$ cat config.mk
export PLATFORM = sky130hd
export DESIGN_NAME = pwm_chan_timer
export DESIGN_NICKNAME = d
export VERILOG_FILES = /design/src/rtl/pwm_chan_pkg.sv /design/src/rtl/pwm_chan_ctrl.sv /design/src/rtl/pwm_chan_dp.sv /design/src/rtl/pwm_chan_timer.sv
export SDC_FILE = /design/constraint.sdc
export NUM_CORES = 1
export LEC_CHECK = 0
export ABC_AREA = 1
export BUFFER_PORTS_ARGS = -buffer_cell sky130_fd_sc_hd__buf_2
export CAP_MARGIN = 20
export CORE_UTILIZATION = 40
export DETAILED_ROUTE_END_ITERATION = 8
export PLACE_DENSITY = 0.58
export SYNTH_ARGS = -nofsm -noshare
export SYNTH_HDL_FRONTEND = slang
export SYNTH_HIERARCHICAL = 1
export SYNTH_SLANG_ARGS = --single-unit
$ cat constraint.sdc
create_clock -name clk -period 2.8 [get_ports clk]
set_clock_uncertainty 0.2 [all_clocks]
set_input_delay 0.14 -clock clk [delete_from_list [all_inputs] [get_ports clk]]
set_output_delay 0.14 -clock clk [all_outputs]
set_load 0.1 [all_outputs]
$ cat src/rtl/pwm_chan_pkg.sv
package pwm_chan_pkg;

  typedef enum logic [1:0] {
    MODE_FULL   = 2'b00,
    MODE_CENTER = 2'b01,
    MODE_FIRST  = 2'b10,
    MODE_SECOND = 2'b11
  } pulse_mode_e;

  typedef enum logic [1:0] {
    ST_NORMAL   = 2'b00,
    ST_FULL_ON  = 2'b01,
    ST_FULL_OFF = 2'b10
  } mod_status_e;

  typedef struct packed {
    logic periodEnd;    // last count of the period; shadow load happens on this edge
    logic periodStart;  // first count of the period
  } ctrl_strobe_t;

endpackage

$ cat src/rtl/pwm_chan_ctrl.sv
module pwm_chan_ctrl
  import pwm_chan_pkg::*;
#(
  parameter int CNT_W = 8,
  parameter int HALF  = 20
) (
  input  logic                    clk,
  input  logic                    rstN,
  output logic signed [CNT_W-1:0] count,
  output ctrl_strobe_t            strb
);

  localparam logic signed [CNT_W-1:0] CNT_MAX = CNT_W'(HALF - 1);
  localparam logic signed [CNT_W-1:0] CNT_MIN = -CNT_W'(HALF);

  always_ff @(posedge clk or negedge rstN) begin
    if (!rstN) begin
      count <= CNT_MIN;
    end else if (strb.periodEnd) begin
      count <= CNT_MIN;
    end else begin
      count <= count + 1'b1;
    end
  end

  always_comb begin
    strb.periodEnd   = (count == CNT_MAX);
    strb.periodStart = (count == CNT_MIN);
  end

  AST_COUNT_RANGE: assert property (@(posedge clk) disable iff (!rstN)
    (count >= CNT_MIN) && (count <= CNT_MAX)) else $error("count out of range");

  AST_COUNT_WRAP: assert property (@(posedge clk) disable iff (!rstN)
    (count == CNT_MAX) |=> (count == CNT_MIN)) else $error("wrap missed");

endmodule

$ cat src/rtl/pwm_chan_dp.sv
module pwm_chan_dp
  import pwm_chan_pkg::*;
#(
  parameter int CNT_W = 8,
  parameter int DT_W  = 4,
  parameter int HALF  = 20
) (
  input  logic                    clk,
  input  logic                    rstN,
  input  ctrl_strobe_t            strb,
  input  logic signed [CNT_W-1:0] count,
  input  logic signed [CNT_W-1:0] edgeA,
  input  logic signed [CNT_W-1:0] edgeB,
  input  logic [DT_W-1:0]         deadTime,
  input  logic [1:0]              pulseMode,
  output logic                    highOut,
  output logic                    lowOut,
  output logic [1:0]              modStatus
);

  localparam int W = CNT_W + 2;
  localparam logic signed [W-1:0] POS_HALF = W'(HALF);
  localparam logic signed [W-1:0] NEG_HALF = -W'(HALF);
  localparam logic signed [W-1:0] ZERO     = '0;
  localparam logic [DT_W-1:0]     RUN_MAX  = '1;

  // candidate window computed from the live inputs, used only at load
  logic signed [W-1:0] inA, inB, regLo, regHi, candLo, candHi, clipLo, clipHi, span, dtExt;
  mod_status_e         nextStatus;

  // active (period-stable) configuration
  logic signed [W-1:0] actLo, actHi;
  logic [DT_W-1:0]     actDt;
  pulse_mode_e         actMode;
  mod_status_e         status;

  logic signed [W-1:0] cntExt;
  logic                rawHi, rawLo;
  logic [DT_W-1:0]     hiRun, loRun;

  always_comb begin
    inA    = {{2{edgeA[CNT_W-1]}}, edgeA};
    inB    = {{2{edgeB[CNT_W-1]}}, edgeB};
    dtExt  = {{(W-DT_W){1'b0}}, deadTime};
    regLo  = NEG_HALF;
    regHi  = POS_HALF;
    candLo = inA;
    candHi = inB;
    case (pulse_mode_e'(pulseMode))
      MODE_CENTER: begin candLo = -inB; candHi = inB; end
      MODE_FIRST:  regHi = ZERO;
      MODE_SECOND: regLo = ZERO;
      default: ;
    endcase
    clipLo = (candLo > regLo) ? candLo : regLo;
    clipHi = (candHi < regHi) ? candHi : regHi;
    if (clipHi < clipLo) clipHi = clipLo;   // negative on-time becomes zero
    span = clipHi - clipLo;
    if (span <= dtExt)                           nextStatus = ST_FULL_OFF;
    else if (clipLo == regLo && clipHi == regHi) nextStatus = ST_FULL_ON;
    else                                         nextStatus = ST_NORMAL;
  end

  always_ff @(posedge clk or negedge rstN) begin
    if (!rstN) begin
      actLo   <= ZERO;
      actHi   <= ZERO;
      actDt   <= '0;
      actMode <= MODE_FULL;
      status  <= ST_FULL_OFF;
    end else if (strb.periodEnd) begin
      actLo   <= clipLo;
      actHi   <= clipHi;
      actDt   <= deadTime;
      actMode <= pulse_mode_e'(pulseMode);
      status  <= nextStatus;
    end
  end

  // raw window and dead-time run counters
  always_comb begin
    cntExt = {{2{count[CNT_W-1]}}, count};
    rawHi  = (cntExt >= actLo) && (cntExt < actHi);
    rawLo  = !rawHi;
  end

  always_ff @(posedge clk or negedge rstN) begin
    if (!rstN) begin
      hiRun <= '0;
      loRun <= '0;
    end else begin
      hiRun <= !rawHi ? '0 : (hiRun == RUN_MAX ? RUN_MAX : hiRun + 1'b1);
      loRun <= !rawLo ? '0 : (loRun == RUN_MAX ? RUN_MAX : loRun + 1'b1);
    end
  end

  always_comb begin
    highOut   = rawHi && (hiRun >= actDt);
    lowOut    = rawLo && (loRun >= actDt);
    modStatus = status;
  end

  AST_NO_OVERLAP: assert property (@(posedge clk) disable iff (!rstN)
    !(highOut && lowOut)) else $error("both sides high");

  AST_CFG_HOLD: assert property (@(posedge clk) disable iff (!rstN)
    !strb.periodEnd |=> ($stable(actLo) && $stable(actHi) && $stable(actDt) && $stable(actMode)))
    else $error("config changed mid-period");

  AST_STATUS_HOLD: assert property (@(posedge clk) disable iff (!rstN)
    !strb.periodEnd |=> $stable(modStatus)) else $error("status changed mid-period");

  AST_STATUS_CODE: assert property (@(posedge clk) disable iff (!rstN)
    modStatus != 2'b11) else $error("illegal status code");

  AST_FIRST_HALF: assert property (@(posedge clk) disable iff (!rstN)
    (actMode == MODE_FIRST && highOut) |-> (count < 0)) else $error("mode 10 leak");

  AST_SECOND_HALF: assert property (@(posedge clk) disable iff (!rstN)
    (actMode == MODE_SECOND && highOut) |-> (count >= 0)) else $error("mode 11 leak");

  AST_DT_RISE: assert property (@(posedge clk) disable iff (!rstN)
    ($rose(highOut) && actDt != 0) |-> $past(rawHi)) else $error("dead time skipped");

endmodule

$ cat src/rtl/pwm_chan_timer.sv
module pwm_chan_timer
  import pwm_chan_pkg::*;
#(
  parameter int CNT_W = 8,
  parameter int DT_W  = 4,
  parameter int HALF  = 20
) (
  input  logic                    clk,
  input  logic                    rstN,
  input  logic signed [CNT_W-1:0] edgeA,
  input  logic signed [CNT_W-1:0] edgeB,
  input  logic [DT_W-1:0]         deadTime,
  input  logic [1:0]              pulseMode,
  output logic signed [CNT_W-1:0] count,
  output logic                    highOut,
  output logic                    lowOut,
  output logic [1:0]              modStatus
);

  ctrl_strobe_t strb;

  pwm_chan_ctrl #(.CNT_W(CNT_W), .HALF(HALF)) uCtrl (
    .clk   (clk),
    .rstN  (rstN),
    .count (count),
    .strb  (strb)
  );

  pwm_chan_dp #(.CNT_W(CNT_W), .DT_W(DT_W), .HALF(HALF)) uDp (
    .clk       (clk),
    .rstN      (rstN),
    .strb      (strb),
    .count     (count),
    .edgeA     (edgeA),
    .edgeB     (edgeB),
    .deadTime  (deadTime),
    .pulseMode (pulseMode),
    .highOut   (highOut),
    .lowOut    (lowOut),
    .modStatus (modStatus)
  );

endmodule

== Word level (Yosys, flattened, before mapping) ==
Index checks and enable logic that the tools add are counted.
Cells by class
  add/subtract/negate cells: 5
  $lt $le $gt $ge: 8
  equal/unequal tests: 8
  muxes and demuxes: 13
  reductions and logical operators: 5
Operators by type and width (number)
  10-bit 2-to-1 mux: 5
  4-bit 2-to-1 mux: 4
  10-bit == test: 1
  10-bit by 6-bit == test with 1-bit output: 1
  8-bit by 10-bit greater-or-equal comparator with 1-bit output: 1
  10-bit greater-than comparator: 1
  10-bit by 5-bit <= comparator with 1-bit output: 1
  10-bit < comparator: 1
  8-bit by 10-bit < comparator with 1-bit output: 1
  8-bit negator with 10-bit output: 1
  10-bit subtractor: 1
  4-bit by 1-bit adder with 4-bit output, second input constant: 2
  8-bit by 1-bit adder with 8-bit output, second input constant: 1
  4-bit == test, second input constant: 2
  8-bit by 6-bit == test with 1-bit output, second input constant: 1
  4-bit greater-or-equal comparator: 2
  8-bit by 6-bit < comparator with 1-bit output: 1
  8-bit 2-to-1 mux: 1
  5-bit 2-to-1 mux: 1
  2-bit == test, second input constant: 2
  1-bit logical AND: 4
  2-bit by 1-bit == test with 1-bit output, second input constant: 1
  2-bit 2-to-1 mux: 1
  1-bit logical NOT: 1
  1-bit 2-to-1 mux: 1
Storage, ports and cells
  register bits: 42
  output and inout bits: 12
  word-level logic and storage cells: 46

== Longest topological paths before layout ==
Gate-level depths: netlist of run 1.
  depth after elaboration: 10
  mapped depth: 47
  mapped depth without buffers: 47

== Hierarchy ==
Netlist of run 1, hierarchy kept.
Modules (own cells, without submodules)
  pwm_chan_dp: instances 1, cells an instance 527, area each 3694.8 sq um, seq. area each 852.1 sq um
  pwm_chan_ctrl: instances 1, cells an instance 60, area each 451.7 sq um, seq. area each 206.4 sq um

== Least setup slack after synthesis of run 1 ==
Ideal clock, no wire load.
  path type: in2reg
  start point: input port edgeB[0]
  end point: register uDp.status[0] (netlist: uDp/modStatus[0])
  library setup time: 68 ps
  arrival: 5415 ps
  data required time: 2532 ps
  slack: -2883 ps
  cell stages on the path: 44
  buffers on the path: 0
  path through: inv_1 -> nand2_1 -> nor2_1 -> nand2_1 -> nor2_1 -> nand2_1 -> a31oi_1 -> ha_1 -> a21oi_1 -> nor2_1 -> a211oi_1 -> nand2_1 -> nand2_2 -> nand3_4 -> or2_1 -> nand2_2 -> ha_1 -> nand2_1 -> [8 not listed] -> inv_1 -> ha_1 -> nand2_1 -> nor2_1 -> a211oi_1 -> xnor2_1 -> ha_1 -> nand2_1 -> inv_1 -> nand2_1 -> o211ai_1 -> nand2_1 -> o2111a_1 -> o2111ai_1 -> nand3_1 -> nor2_1 -> nand2_1 -> nand2_1
On the way
  longest elaborated chain between the ends: 10
  elaborated cells between the ends (all ways): 15
  classes of those cells: 2 x add/sub; 4 x order compare; 2 x eq/ne; 6 x mux; 1 x reduce/logical
Ends and longest elaborated chain
  start, declared: RTL line pwm_chan_timer.sv:11  | input logic signed [CNT_W-1:0] edgeB,
  8-bit negator with 10-bit output: RTL line pwm_chan_dp.sv:50  | MODE_CENTER: begin candLo = -inB; candHi = inB; end
  10-bit 2-to-1 mux: RTL line pwm_chan_dp.sv:49  | case (pulse_mode_e'(pulseMode))
  10-bit greater-than comparator: RTL line pwm_chan_dp.sv:55  | clipLo = (candLo > regLo) ? candLo : regLo;
  10-bit 2-to-1 mux: RTL line pwm_chan_dp.sv:55
  10-bit < comparator: RTL line pwm_chan_dp.sv:57  | if (clipHi < clipLo) clipHi = clipLo;
  10-bit 2-to-1 mux (*): RTL line pwm_chan_dp.sv:57
  net uDp.clipHi[1]: RTL line pwm_chan_dp.sv:28  | logic signed [W-1:0] inA, inB, regLo, regHi, candLo, candHi, clipLo, clipHi, span, dtExt;
  branches (longest 3 deep; another with 10-bit subtractor)
  2-bit 2-to-1 mux (*): RTL line pwm_chan_dp.sv:59  | if (span <= dtExt) nextStatus = ST_FULL_OFF;
  end signal, assigned: RTL line pwm_chan_dp.sv:76  | status <= nextStatus;
  end, declared: RTL line pwm_chan_dp.sv:35  | mod_status_e status;
Mark *: on every way through the listed nets, which the timed path passes.
A chain may end at the register's enable or synchronous reset.

== Worst setup path in the final report of run 1 ==
  start point: input port edgeB[2]
  end point: register uDp.status[0] (netlist: uDp/modStatus[0])
The elaborated chain is that of the path after synthesis.

==> implementation parameters, run 1 <==
Parameter                              Value

Outcome
  Run status ... finished, violations left
  Violated checks ... negative setup slack

CTS
  Clock insertion delay at the later pin of the skew report ... 0.29 ns
  Largest buffer count on any clock path ... 2
  Clock sinks ... 42
  Worst-path clk slew ... 0.08 ns
  Library cell used as clock root buffer ... sky130_fd_sc_hd__clkbuf_8
  CTS tree ... yes
  Max H-tree Level ... 2
  CTS buffer count ... 5

Timing
  Actual slew at the worst max-slew pin ... 0.9314 ns
  Number of hold violations in the final report ... 0
  Final critical path time including I/O delays and setup ... 5.512 ns
  Final period util ... 196.9%
  Max-slew violation count ... 0
  Number of setup violations in the final report ... 16
  Fmax ... 0.1814 GHz
  Worst-case headroom to the max-slew limit ... 37.91%
  Setup repair after global routing missed its margin ... yes
  Worst Hold Margin ... 0.2825 ns
  Final worst setup slack ... -2.712 ns

Placement
  I/O Buffers ... 35
  Routability cong. ... 0.8353
  HPWL after detailed placement ... 8.842 mm

Worst setup path
  Kind of end point of the critical path ... flop
  Launching element of the worst setup path ... edgeB[2]
  Required time worst endpoint ... 2.79 ns
  Master of the slowest instance on the critical path ... sky130_fd_sc_hd__ha_1
  Maximum fanout count along the critical path ... 7
  RR Endpoint ... uDp/loRun[1]
  Delay of the slowest cell on the worst path ... 0.26 ns
  Arrival time of data at the critical path endpoint ... 5.50 ns
  Most numerous cell on the critical path ... sky130_fd_sc_hd__nand2_1
  Worst reg2reg setup slack ... 0.19 ns
  Number of cells traversed by the worst register-to-register path ... 14
  Worst setup path category ... primary input to flop
  Startpoint of the most critical register-to-register path ... uCtrl/count[1]
  Startpoint type of the worst setup path ... primary input

Global routing
  Final global-route overflow total ... 0
  Antenna violations before repair ... 0
  Via count of the first global-routing pass ... 4278
  First-pass GRT wire length ... 18.89 mm
  Pin count of the biggest net entering global routing ... 43
  Total routing resource utilization after global routing ... 21.32%

Floorplanning
  Chip Height ... 103.7 microns
  Number of placement rows ... 36
  IO Count ... 36
  Initial Utilization ... 41.73%
  Core footprint ... 0.009910 sq mm
  DIE AREA ... 0.01075 sq mm
  Die extent in x ... 103.7 microns

Power and ir drop
  Total power consumption of the routed design ... 3803 uW
  Worst VDD drop ... 0.2641 mV
  Power share of the combinational group ... 67.6%
  Sequential cell fraction of total power ... 21.9%
  Static Leak ... 0.003235 uW
  Psw ... 1648 uW
  Clk network pwr share ... 10.5%
  Share of total power consumed by net switching ... 43.32%
  Cell area power density ... 625.1 mW/mm^2
  Internal cell power ... 2155 uW

Detailed routing
  Post-detailed-route count of antenna-violating nets ... 0
  Number of DRC violations after detailed-routing iteration 0 ... 180
  Post-detailed-route DRC marker count ... 0
  WL final ... 11.24 mm
  DR vias/cell ... 4.903
  Number of iterations in the first detailed-routing pass ... 4
  Detailed-route wire length per cell ... 12.86 microns
  Overall via count from detail_route ... 4285

Synthesis
  Mean Syn Cell Area ... 7.069 sq um
  Syn. warnings ... 6
  Total nets after synthesis ... 673
  Post-Synthesis Cells ... 585
  Combined area of all synthesized cells ... 0.004135 sq mm

Final layout
  Area growth from synthesis to final layout ... 47.11%
  Number of nets in the final layout ... 828
  Fill cell count ... 894
  Footprint of the multi-input gates ... 0.003143 sq mm
  Fraction of layout instances using a drive strength above 1 ... 38.46%
  Most common cell after layout, fill and taps aside ... sky130_fd_sc_hd__nand2_1
  Sequential cell area ... 0.001079 sq mm
  Share of the core filled with cells in the final layout ... 61.39%
  Antenna diode count ... 0
  Top library cells by usage in the layout, fill and taps aside ... sky130_fd_sc_hd__nand2_1, sky130_fd_sc_hd__buf_4, sky130_fd_sc_hd__inv_1

Min path
  Destination of the worst hold path ... uDp/modStatus[1]
  Number of cells on the worst hold path ... 2
  Launch instance of the worst min-delay path ... uDp/modStatus[1]
  Type of the most critical hold path ... flop to flop

Flow run
  Max-cap viol count ... 0
how the worst max path moves through the flow:
stage	end	slack (ns)
after CTS	uDp/modStatus[0]	-2.71
after global placement	uDp/modStatus[0]	-2.98
after floorplan	uDp/modStatus[0]	-2.60
after detailed placement	uDp/modStatus[0]	-3.12
after global routing	uDp/modStatus[0]	-3.16
final	uDp/modStatus[0]	-2.71
critical path, delay by kind of cell:
| kind | cells | cell delay (ns) |
|---|---|---|
| simple gates | 24 | 2.02 |
| buf+inv | 5 | 0.42 |
| xor+xnor | 1 | 0.17 |
| compound gates | 11 | 1.83 |
| fa+ha+maj | 4 | 0.95 |
per-layer routing:
layer / vias to the layer above / part of all wire [%] / GRT usage (%)
met3: 18 / 2.3 / 1.825
li1: 2207 / - / -
met1: 1992 / 42 / 24.01
met2: 68 / 54 / 41.71
met4: 0 / 2.3 / 7.041
met5: - / 0 / 0
layout make-up:
cell class,count,share of cell area (%)
Clock buffer,7,1.419
Clock inverter,1,0.08227
Inverter,108,6.911
Multi-Input combinational cell,429,51.67
Sequential cell,42,17.73
Tap cell,133,2.736
Timing Repair Buffer,154,19.46
timing repair:
action | CTS | global route
hold endpoints to repair | 40 | 0
setup buffers | 13 | 14
setup endpoints to repair | 15 | 24
hold buffers | 5 | 0
gates resized for setup | 47 | 46
pin swaps | 39 | 63
registers in the layout (all words and copies together) (netlist names):
| register | cells |
|---|---|
| uCtrl/count | 8 |
| uDp/actDt | 4 |
| uDp/modStatus | 2 |
| uDp/loRun | 4 |
| uDp/actHi | 10 |
| uDp/actLo | 10 |
| uDp/hiRun | 4 |
through the flow:
step | instance area [sq um] | worst slack [ns] | setup TNS (ns) | std cells
finish | 6083 | -2.712 | -17.87 | 874
global route | 6083 | -3.165 | -22.66 | 874
CTS | 5813 | -2.709 | -16.61 | 864
detailed placement | 5368 | -3.117 | -23.81 | 838
global placement | 5368 | -2.975 | -21.98 | 838
floorplan | 4343 | -2.597 | -14.26 | 585
power groups by stage:
stage / sequential [uW] / clock [uW] / combinational, uW
3_3_place_gp: 839 / 0 / 2080
2_1_floorplan: 873 / 0 / 1310
3_5_place_dp: 840 / 0 / 2140
5_1_grt: 850 / 447 / 2860
6_report: 832 / 400 / 2570
4_1_cts: 831 / 417 / 2350
No activity file was read; power rests on OpenSTA's default activity.
==> run 2, diff against run 1 <==
--- a/config.mk
+++ b/config.mk
@@ -11,6 +11,7 @@
 export CORE_UTILIZATION = 40
 export DETAILED_ROUTE_END_ITERATION = 8
 export PLACE_DENSITY = 0.58
+export SETUP_SLACK_MARGIN = 0.2
 export SYNTH_ARGS = -nofsm -noshare
 export SYNTH_HDL_FRONTEND = slang
 export SYNTH_HIERARCHICAL = 1
==> run 2 against run 1 <==
  * The run still ends with negative setup slack left
  * Setup slack lost 0.0012 ns
  * First-iteration DRC count shrank 5.6%
  * Sequential power grew 1%
  * Flip-flop and latch count is the same
  * Largest cell class unchanged
==> implementation parameters, run 2 (synthesis gave the netlist of run 1 again) <==
Parameter                              Value

Timing
  Max-slew violation count ... 0 (unchanged)
  Worst-case headroom to the max-slew limit ... 37.52% (-0.39 points)
  Number of setup violations in the final report ... 15 (-1)
  Final period util ... 196.9% (about the same)
  Number of hold violations in the final report ... 0 (unchanged)
  Actual slew at the worst max-slew pin ... 0.9372 ns (+0.005885 ns)
  Fmax ... 0.1814 GHz (about the same)
  Worst Hold Margin ... 0.2641 ns (-0.01837 ns)
  Final critical path time including I/O delays and setup ... 5.513 ns (+0.001220 ns)
  Final worst setup slack ... -2.713 ns (-0.001220 ns)
  TNS Setup ... -19.71 ns (-1.835 ns)
  Setup repair after global routing missed its margin ... yes

Floorplanning
  DIE AREA ... 0.01075 sq mm (unchanged)
  IO Count ... 36 (unchanged)
  Chip Height ... 103.7 microns (unchanged)
  Number of placement rows ... 36 (unchanged)
  Initial Utilization ... 41.73% (unchanged)
  Die extent in x ... 103.7 microns (unchanged)
  Core footprint ... 0.009910 sq mm (unchanged)

Worst setup path
  Launching element of the worst setup path ... edgeB[1]
  Startpoint of the most critical register-to-register path ... uCtrl/count[1]
  Required time worst endpoint ... 2.82 ns (+0.03 ns)
  Arrival time of data at the critical path endpoint ... 5.53 ns (+0.03 ns)
  Startpoint type of the worst setup path ... primary input
  Number of cells traversed by the worst register-to-register path ... 16 (+2)
  Delay of the slowest cell on the worst path ... 0.27 ns (about the same)
  CP Buf/Inv Count ... 5 (unchanged)
  Maximum fanout count along the critical path ... 8 (+1)
  Master of the slowest instance on the critical path ... sky130_fd_sc_hd__ha_1
  Worst path depth ... 45 (unchanged)
  Kind of end point of the critical path ... flop
  Worst setup path category ... primary input to flop
  Most numerous cell on the critical path ... sky130_fd_sc_hd__nand2_1
  Cell type group with the largest total delay on the critical path ... simple AND/OR/NAND/NOR gates

CTS
  Library cell used as clock root buffer ... sky130_fd_sc_hd__clkbuf_8
  Worst-path clk slew ... 0.09 ns (about the same)
  CTS tree ... yes
  Largest buffer count on any clock path ... 2 (unchanged)
  Clock insertion delay at the later pin of the skew report ... 0.31 ns (+0.02 ns)
  CTS buffer count ... 5 (unchanged)
  Clock sinks ... 42 (unchanged)
  Max H-tree Level ... 2 (unchanged)

Power and ir drop
  Cell area power density ... 621.1 mW/mm^2 (-0.65%)
  Share of total power consumed by net switching ... 44.14% (+0.81 points)
  Internal cell power ... 2204 uW (+2.2%)
  Static Leak ... 0.003362 uW (+3.9%)
  Sequential cell fraction of total power ... 21.4% (-0.5 points)
  Worst VDD drop ... 0.2339 mV (-11%)
  Psw ... 1741 uW (+5.7%)
  Clk network pwr share ... 10.2% (-0.3 points)
  Power share of the combinational group ... 68.4% (+0.8 points)

Final layout
  Fraction of layout instances using a drive strength above 1 ... 40.42% (+2.0 points)
  Share of the core filled with cells in the final layout ... 64.09% (+2.7 points)
  Antenna diode count ... 0 (unchanged)
  Number of cells in the finished layout apart from fillers ... 890 (+1.8%)
  Largest regs ... uDp/actHi x10, uDp/actLo x10, uCtrl/count x8
  Number of nets in the final layout ... 844 (+1.9%)
  Most common cell after layout, fill and taps aside ... sky130_fd_sc_hd__nand2_1
  Area growth from synthesis to final layout ... 53.59%
  Top library cells by usage in the layout, fill and taps aside ... sky130_fd_sc_hd__nand2_1, sky130_fd_sc_hd__inv_1, sky130_fd_sc_hd__buf_4

Detailed routing
  Post-detailed-route count of antenna-violating nets ... 0 (unchanged)
  Detailed-route wire length per cell ... 13.46 microns (+4.6%)
  Number of iterations in the first detailed-routing pass ... 4 (unchanged)
  Overall via count from detail_route ... 4344 (+1.4%)
  Post-detailed-route DRC marker count ... 0 (unchanged)
  DR vias/cell ... 4.881 (-0.45%)
  WL final ... 11.98 mm (+6.5%)
  Number of DRC violations after detailed-routing iteration 0 ... 170 (-5.6%)

Placement
  Routability cong. ... 0.8521 (+2.0%)
  Number of instances in the placed design ... 840 (+0.24%)
  Post-place setup slack ... -3.151 ns (-0.03391 ns)
  HPWL after detailed placement ... 8.862 mm (+0.23%)
  I/O Buffers ... 35 (unchanged)

Global routing
  Total routing resource utilization after global routing ... 22.39% (+1.1 points)
  First-pass GRT wire length ... 19.49 mm (+3.2%)
  Final global-route overflow total ... 0 (unchanged)
  Via count of the first global-routing pass ... 4380 (+2.4%)
  Antenna violations before repair ... 0 (unchanged)
  Pin count of the biggest net entering global routing ... 43 (unchanged)

Min path
  Number of cells on the worst hold path ... 7 (+5)
  Launch instance of the worst min-delay path ... edgeA[0]
  Type of the most critical hold path ... primary input to flop

Flow run
  Max-cap viol count ... 0 (unchanged)

Outcome
  Run status ... finished, violations left
  Violated checks ... negative setup slack
## run 2: cell types whose count changed in the layout (fill, tap and decap cells not counted), sizes merged
cell / previous run / this run
buf: 149 / 164
clkbuf: 7 / 5
clkinv: 1 / 2
clkinvlp: 0 / 1
nand2: 152 / 153
## run 2: final cells by class
class                           count  area [sq um]
Multi-Input combinational cell    430          3211
Clock buffer                        5         68.82
Inverter                          108         415.4
Fill cell                         845          3558
Clock inverter                      3         21.27
Timing Repair Buffer              169          1386
Sequential cell                    42          1082
Tap cell                          133         166.4
## run 2: layer usage
layer	wire, microns	global-route usage, %	up-vias
li1	-	-	2244
met1	4960	24.60	2002
met2	6433	43.38	72
met3	227	2.077	26
met4	353	9.694	0
met5	0	0	-
## run 2: path summary, 6_finish.rpt
check,endpoint,slack (ns)
setup reg to reg,uDp/hiRun[0],0.04
max in group asynchronous,uCtrl/count[0],1.40
min in group asynchronous,uDp/modStatus[0],0.31
hold reg to reg,uDp/actHi[7],0.28
hold / removal,uDp/actLo[0],0.26
setup / recovery,uDp/modStatus[0],-2.71
## run 2: power by group through the flow
stage,clock [uW],combinational (uW),sequential (uW)
floorplan,0,1320,875
detailed placement,0,2160,847
CTS,417,2510,836
finish,404,2700,842
global placement,0,2090,841
global route,438,2980,863
## run 2: stage by stage
step / total power, uW / cell area [sq um]
after CTS: 3763 / 6122
after detailed placement: 3003 / 5406
after floorplan: 2196 / 4367
after global placement: 2933 / 5406
after global routing: 4282 / 6351
final: 3944 / 6351
## run 2: timing repair
action                     in CTS  in global routing
pin swaps                      32                 27
setup endpoints to repair      27                 32
gates resized for setup        78                 47
buffers inserted               33                  3
gates cloned                    0                  1
hold endpoints to repair       40                  0
hold buffers                    5                  0
## run 2: worst reg2reg max path, cell delays in order, from the launching register on
cell	delay [ns]
sky130_fd_sc_hd__dfrtp_4	0.52
sky130_fd_sc_hd__ha_4	0.22
sky130_fd_sc_hd__a21boi_2	0.14
sky130_fd_sc_hd__o21ai_1	0.11
sky130_fd_sc_hd__nand2_1	0.09
sky130_fd_sc_hd__a21oi_2	0.16
sky130_fd_sc_hd__o31ai_2	0.07
sky130_fd_sc_hd__a21oi_1	0.13
sky130_fd_sc_hd__nor2_1	0.05
sky130_fd_sc_hd__o21ai_1	0.11
sky130_fd_sc_hd__a31oi_1	0.11
sky130_fd_sc_hd__a21oi_2	0.24
sky130_fd_sc_hd__inv_2	0.10
sky130_fd_sc_hd__buf_6	0.12
sky130_fd_sc_hd__buf_6	0.10
sky130_fd_sc_hd__buf_6	0.12
sky130_fd_sc_hd__a21oi_2	0.10
